==> config.mk <==
export PLATFORM = sky130hd
export DESIGN_NAME = fault_class_eval
export DESIGN_NICKNAME = d
export VERILOG_FILES = /design/src/rtl/fault_class_eval.sv
export SDC_FILE = /design/constraint.sdc
export NUM_CORES = 1
export LEC_CHECK = 0
export BUFFER_PORTS_ARGS = -buffer_cell sky130_fd_sc_hd__buf_2
export CORE_MARGIN = 2
export CORE_UTILIZATION = 54
export DETAILED_ROUTE_END_ITERATION = 7
export GPL_TIMING_DRIVEN = 0
export PLACE_DENSITY = 0.81
export SLEW_MARGIN = 5
export SYNTH_ARGS = -nofsm -noshare
export SYNTH_HDL_FRONTEND = slang
export SYNTH_SLANG_ARGS = --single-unit
==> constraint.sdc <==
create_clock -name clk -period 4.1 [get_ports clk]
set_input_delay 0.615 -clock clk [delete_from_list [all_inputs] [get_ports clk]]
set_output_delay 0.615 -clock clk [all_outputs]
set_load 0.05 [all_outputs]
==> src/rtl/fault_class_eval.sv <==
module fault_class_eval #(
  parameter int W  = 8,
  parameter int CW = 16
) (
  input  logic          clk,
  input  logic          rst,
  input  logic          fault_start,
  input  logic          vec_valid,
  input  logic [W-1:0]  golden,
  input  logic [W-1:0]  faulty,
  input  logic          code_ok,
  input  logic          fault_last,
  input  logic          campaign_done,
  output logic          class_valid,
  output logic [1:0]    class_code,
  output logic [CW-1:0] cnt_a,
  output logic [CW-1:0] cnt_b,
  output logic [CW-1:0] cnt_c,
  output logic [CW-1:0] cnt_d,
  output logic          verdict_valid,
  output logic          fs,
  output logic          st,
  output logic          tsc
);
  localparam int NCLS = 4;
  localparam logic [CW-1:0] CNT_MAX = {CW{1'b1}};

  logic seen_test, seen_err, done_q;
  logic [CW-1:0] cnt [NCLS];

  wire hit_test = vec_valid & ~code_ok;
  wire hit_err  = vec_valid & code_ok & (golden != faulty);
  wire cur_test = (seen_test & ~fault_start) | hit_test;
  wire cur_err  = (seen_err  & ~fault_start) | hit_err;
  wire [1:0] cls = {cur_err, cur_test};
  wire close = fault_last & ~done_q;

  always_ff @(posedge clk) begin
    if (rst) begin
      seen_test   <= 1'b0;
      seen_err    <= 1'b0;
      class_valid <= 1'b0;
      class_code  <= 2'd0;
      done_q      <= 1'b0;
    end else begin
      seen_test   <= cur_test & ~close;
      seen_err    <= cur_err  & ~close;
      class_valid <= close;
      if (close) class_code <= cls;
      done_q      <= done_q | campaign_done;
    end
  end

  for (genvar i = 0; i < NCLS; i++) begin : g_cnt
    always_ff @(posedge clk) begin
      if (rst)
        cnt[i] <= '0;
      else if (close && cls == 2'(i) && cnt[i] != CNT_MAX)
        cnt[i] <= cnt[i] + 1'b1;
    end
  end

  assign cnt_a = cnt[0];
  assign cnt_b = cnt[1];
  assign cnt_c = cnt[2];
  assign cnt_d = cnt[3];

  assign verdict_valid = done_q;
  assign fs  = done_q & (cnt[2] == '0) & (cnt[3] == '0);
  assign st  = done_q & (cnt[0] == '0) & (cnt[2] == '0);
  assign tsc = fs & st;
endmodule

Yosys cells after proc, flatten, opt, wreduce, memory -nomap -nowiden
Memories as Yosys holds them, arrays and structs flattened.
Index checks and enable logic that the tools add are counted.
{"block": "totals", "regBits": 6, "mem_bits_rw": 64, "input_bits": 23, "out_inout_bits": 71, "mem_count": 1}
{"block": "op_classes", "add_sub_neg": 4, "eq_ne": 8, "n_mux": 18, "bitwise_logic": 24, "n_reduce_logical": 12}
{"memory": "cnt", "words": 4, "width": 16, "read_ports": 4, "rd_clocked_by_memory_dff": 0, "wr": 4, "line": "29", "text": "logic [CW-1:0] cnt [NCLS];"}
{"cell": "$add A16 B1 Y16 const B", "count": 4}
{"cell": "$mux W16", "count": 4}
{"cell": "$ne A16 B16 Y1 const B", "count": 4}
{"cell": "$logic_not A16 Y1", "count": 3}
{"cell": "$mux W1", "count": 14}
{"cell": "$and A1 B1 Y1", "count": 13}
{"cell": "$logic_and A1 B1 Y1", "count": 8}
{"cell": "$ne A8 B8 Y1", "count": 1}
{"cell": "$or A1 B1 Y1", "count": 7}
{"cell": "$eq A2 B2 Y1 const B", "count": 2}
{"cell": "$not A1 Y1", "count": 4}
{"cell": "$eq A2 B1 Y1 const B", "count": 1}
{"cell": "$logic_not A2 Y1", "count": 1}

Longest topological paths before layout
{"block": "depth", "depth_word": 10, "ltp_mapped": 7, "depth_no_buf": 6}

Least setup slack after synthesis
No wires, ideal clock.
{"block": "synth_path", "kind": "register to register", "startpoint": "mem cnt[3][0] (netlist: cnt[1][16])", "endpoint": "mem cnt[3][0] (netlist: cnt[1][16]), enable pin", "setup_time_ps": 411, "arrival_time_ps": 2747, "t_required_ps": 3689, "slack_ps": 942, "stages_incl_launch_ff": 6, "synth_period_minus_slack_ps": 3158, "path_cell_list": "edfxtp_1 > ha_1 > and4_4 > and3_1 > a41o_1 > o21ai_0"}
{"item": "from (decl)", "line": "29"}

==> metrics.log <==
[metrics] cell taking the most area after synthesis: edfxtp_1
[metrics] critical path launch point type: flop
[metrics] Yosys cell types: 38
[metrics] sum of net half-perimeters after detailed placement: 5976 um
[metrics] area enclosed by the die boundary: 7775 um2
[metrics] final setup margin: 1469 ps
[metrics] CTS root buffer: clkbuf_8
[metrics] largest buffer count on any clock path: 2
[metrics] die boundary height: 88.18 um
[metrics] top_reg_cell synth: edfxtp_1
[metrics] number of clock sinks: 70
[metrics] synthesized area: 3826 um2
[metrics] Crit Path Max Fanout: 7
[metrics] Multi-input gate area: 1700 um2
[metrics] top layer used by detailed routing: met4
[metrics] flip-flop and latch count after synthesis: 70
[metrics] power per cell area: 352.0 nW/um2
[metrics] worst-case clock skew: 9.981 ps
[metrics] number of vias in the routed layout: 2,988
[metrics] number of global-route vias before repair: 2,784
[metrics] share of the synthesized area in the top cell type: 50.23%
[metrics] post-route minimum period: 2631 ps
[metrics] Post-CTS Hold Buffers: 0
[metrics] slowest CP cell: edfxtp_1
[metrics] critical path arrival: 2020 ps
[metrics] largest voltage drop on the vdd net: 176.9 uV
[metrics] DRC viols: 0
[metrics] Final Setup Violations: 0
[metrics] critical-path cell list: inv_1, ha_1, nor4b_1, nand4_1, nor3_1, buf_2
[metrics] Worst path top cell family by delay: simple AND/OR/NAND/NOR gates
[metrics] leakage dissipation: 1.777 nW
[metrics] Syn Nets: 398
[metrics] first-pass iteration count of the detailed router: 4
[metrics] CTS tree: yes
[metrics] Worst Path Class, Setup: flop to output port
[metrics] average wire length per cell after detail routing: 14.17 um
[metrics] largest stage delay on the critical path: 500 ps
[metrics] critical path required time: 3480 ps
[metrics] clock network latency to the later pin of the worst-skew pair: 350 ps
[metrics] remaining max-slew budget at the tightest pin: 46.42%
[metrics] register area share after synthesis: 53.37%
[metrics] Antenna Cells: 0
[metrics] Area Growth Syn to Fin: 19.72%
[metrics] number of placed I/O pins: 94
[metrics] htree depth: 3
[metrics] iteration-0 DRC count of the detailed router: 157
[metrics] average instance area after synthesis: 10.40 um2
[metrics] aggregate negative setup slack: 0 ps
[metrics] transition time at the pin with the least slew margin: 798.3 ps
[metrics] worst min-delay path category: input port to flop
[metrics] worst slack, placed: 1294 ps
[metrics] Total Routing Usage GR: 21.59%
[metrics] fin nets: 503
[metrics] Hold Violations, Final: 0
[metrics] Max Fclk: 380.1 MHz
[metrics] part of the cycle the worst path needs: 64.18%
[metrics] CTS clk-pin slew, worst paths: 70 ps
[metrics] number of buffers inserted by port buffering: 92
[metrics] final number of max-transition violations: 0
[metrics] placer congestion estimate: 0.7922
[metrics] Met2 Wirelength: 3888 um
[metrics] count of cells resized by post-cts repair: 0
[metrics] initial antenna violation count: 0
[metrics] post-detailed-routing wire length: 8118 um
[metrics] warning count from the yosys run: 0
[metrics] vias per std cell: 5.215
[metrics] max-cap check violation count: 0
[metrics] fraction of layout cells with a size suffix above 1: 24.32%
[metrics] count of antenna-violating nets left after detailed routing: 0
[metrics] Die X-Extent: 88.18 um
[metrics] Post-synth top cells: nor2_1, edfxtp_1, xnor2_1
[metrics] most used standard cell by instance count after synthesis: nor2_1
[metrics] initial cell density of the core: 56.01%
[metrics] number of buffers created by CTS: 9
[metrics] pin count of the biggest net entering global routing: 17
[metrics] total grt overflow: 0
[metrics] Filler Cells Inserted: 569
[metrics] ys async rst share: 0%
[metrics] unrepaired setup endpoints after global routing: no
[metrics] first-pass GRT wire length: 13,030 um
[metrics] status: finished clean
[metrics] synth top area cells: edfxtp_1, nor2_1, xnor2_1
[metrics] row count: 30
[metrics] Core Box Area: 6832 um2
[metrics] Crit path buffers/inverters: 2
[metrics] metal1 wirelength: 3684 um
[metrics] Routed met3 length: 441 um
[metrics] number of standard cells after synthesis: 368
[metrics] Post CTS Setup Buffer Count: 0
[metrics] kind of end point of the critical path: output port
[metrics] EDFF count, synth: 64
[metrics] sequential standard cell area: 2042 um2
-- through the flow --
stage / std cells / total power (W) / hold WS (ps) / utilization (%) / instance area (um2)
CTS: 573 / 0.001618 / 467.9 / 67.05 / 4581
global placement: 556 / 0.001155 / 489.7 / 64.51 / 4407
detailed placement: 558 / 0.001163 / 506.8 / 64.78 / 4425
finish: 573 / 0.001612 / 470.1 / 67.05 / 4581
floorplan: 368 / 0.001085 / 600.4 / - / 3826
global route: 573 / 0.001672 / 479.7 / 67.05 / 4581
-- worst min-delay path, stage by stage --
cell,delay (ps)
buf_2,70
nor2_1,30
nor2_1,60
-- layer usage --
metal  track usage (%)  vias to the layer above
li1                  -                     1506
met5                 0                        -
met1             30.23                     1400
met4             7.851                        0
met3             4.524                       10
met2             33.42                       72
-- registers in the layout, indices dropped and copies added, names as in the netlist --
register       count
cnt               64
class_code         2
class_valid        1
seen_err           1
seen_test          1
verdict_valid      1
-- kinds of logic after synthesis --
family,Yosys count,share of synthesized area (%)
compound gates,15,3.041
xor+xnor,64,14.65
fa+ha+maj,7,2.289
buf+inv,18,2.191
flops,70,53.37
simple gates,194,24.46
-- layout by cell type, fill, tap and decap left out, types with 3 or more instances in the layout --
master,instances
clkbuf_1,4
buf_2,93
xnor2_1,35
clkbuf_8,9
clkinv_2,3
nand2_1,24
xor2_1,29
o21ai_0,3
nor4_1,10
nand3_1,23
edfxtp_1,64
nor3_1,8
buf_6,3
inv_1,12
and3_1,13
nor2_1,85
dfxtp_1,6
ha_1,7
nand4_1,13
-- power breakdown --
group | internal (W) | switching, W
Sequential | 0.000820 | 0.0000515
Combinational | 0.0000754 | 0.000201
Clock | 0.000212 | 0.000253
Total | 0.00111 | 0.000505
-- worst paths after layout --
kind	to	cells after the start	startpoint	slack, ps
worst max-delay path	tsc	6	cnt[1][0]	1470
worst min-delay path	verdict_valid	3	campaign_done	470
worst max register to register	cnt[1][29]	6	cnt[1][16]	1570
worst min register to register	class_code[0]	2	class_code[0]	530
-- cell type report --
class / instances / share of cell area (%)
buffer: 6 / 0.8468
clock buffer: 10 / 2.786
clock inverter: 5 / 0.6009
inverter: 12 / 0.9833
multi-input combinational: 280 / 37.12
sequential: 70 / 44.58
tap: 96 / 2.622
timing repair buffer: 94 / 10.46
Note: power is estimated with default switching activity, not from simulation.
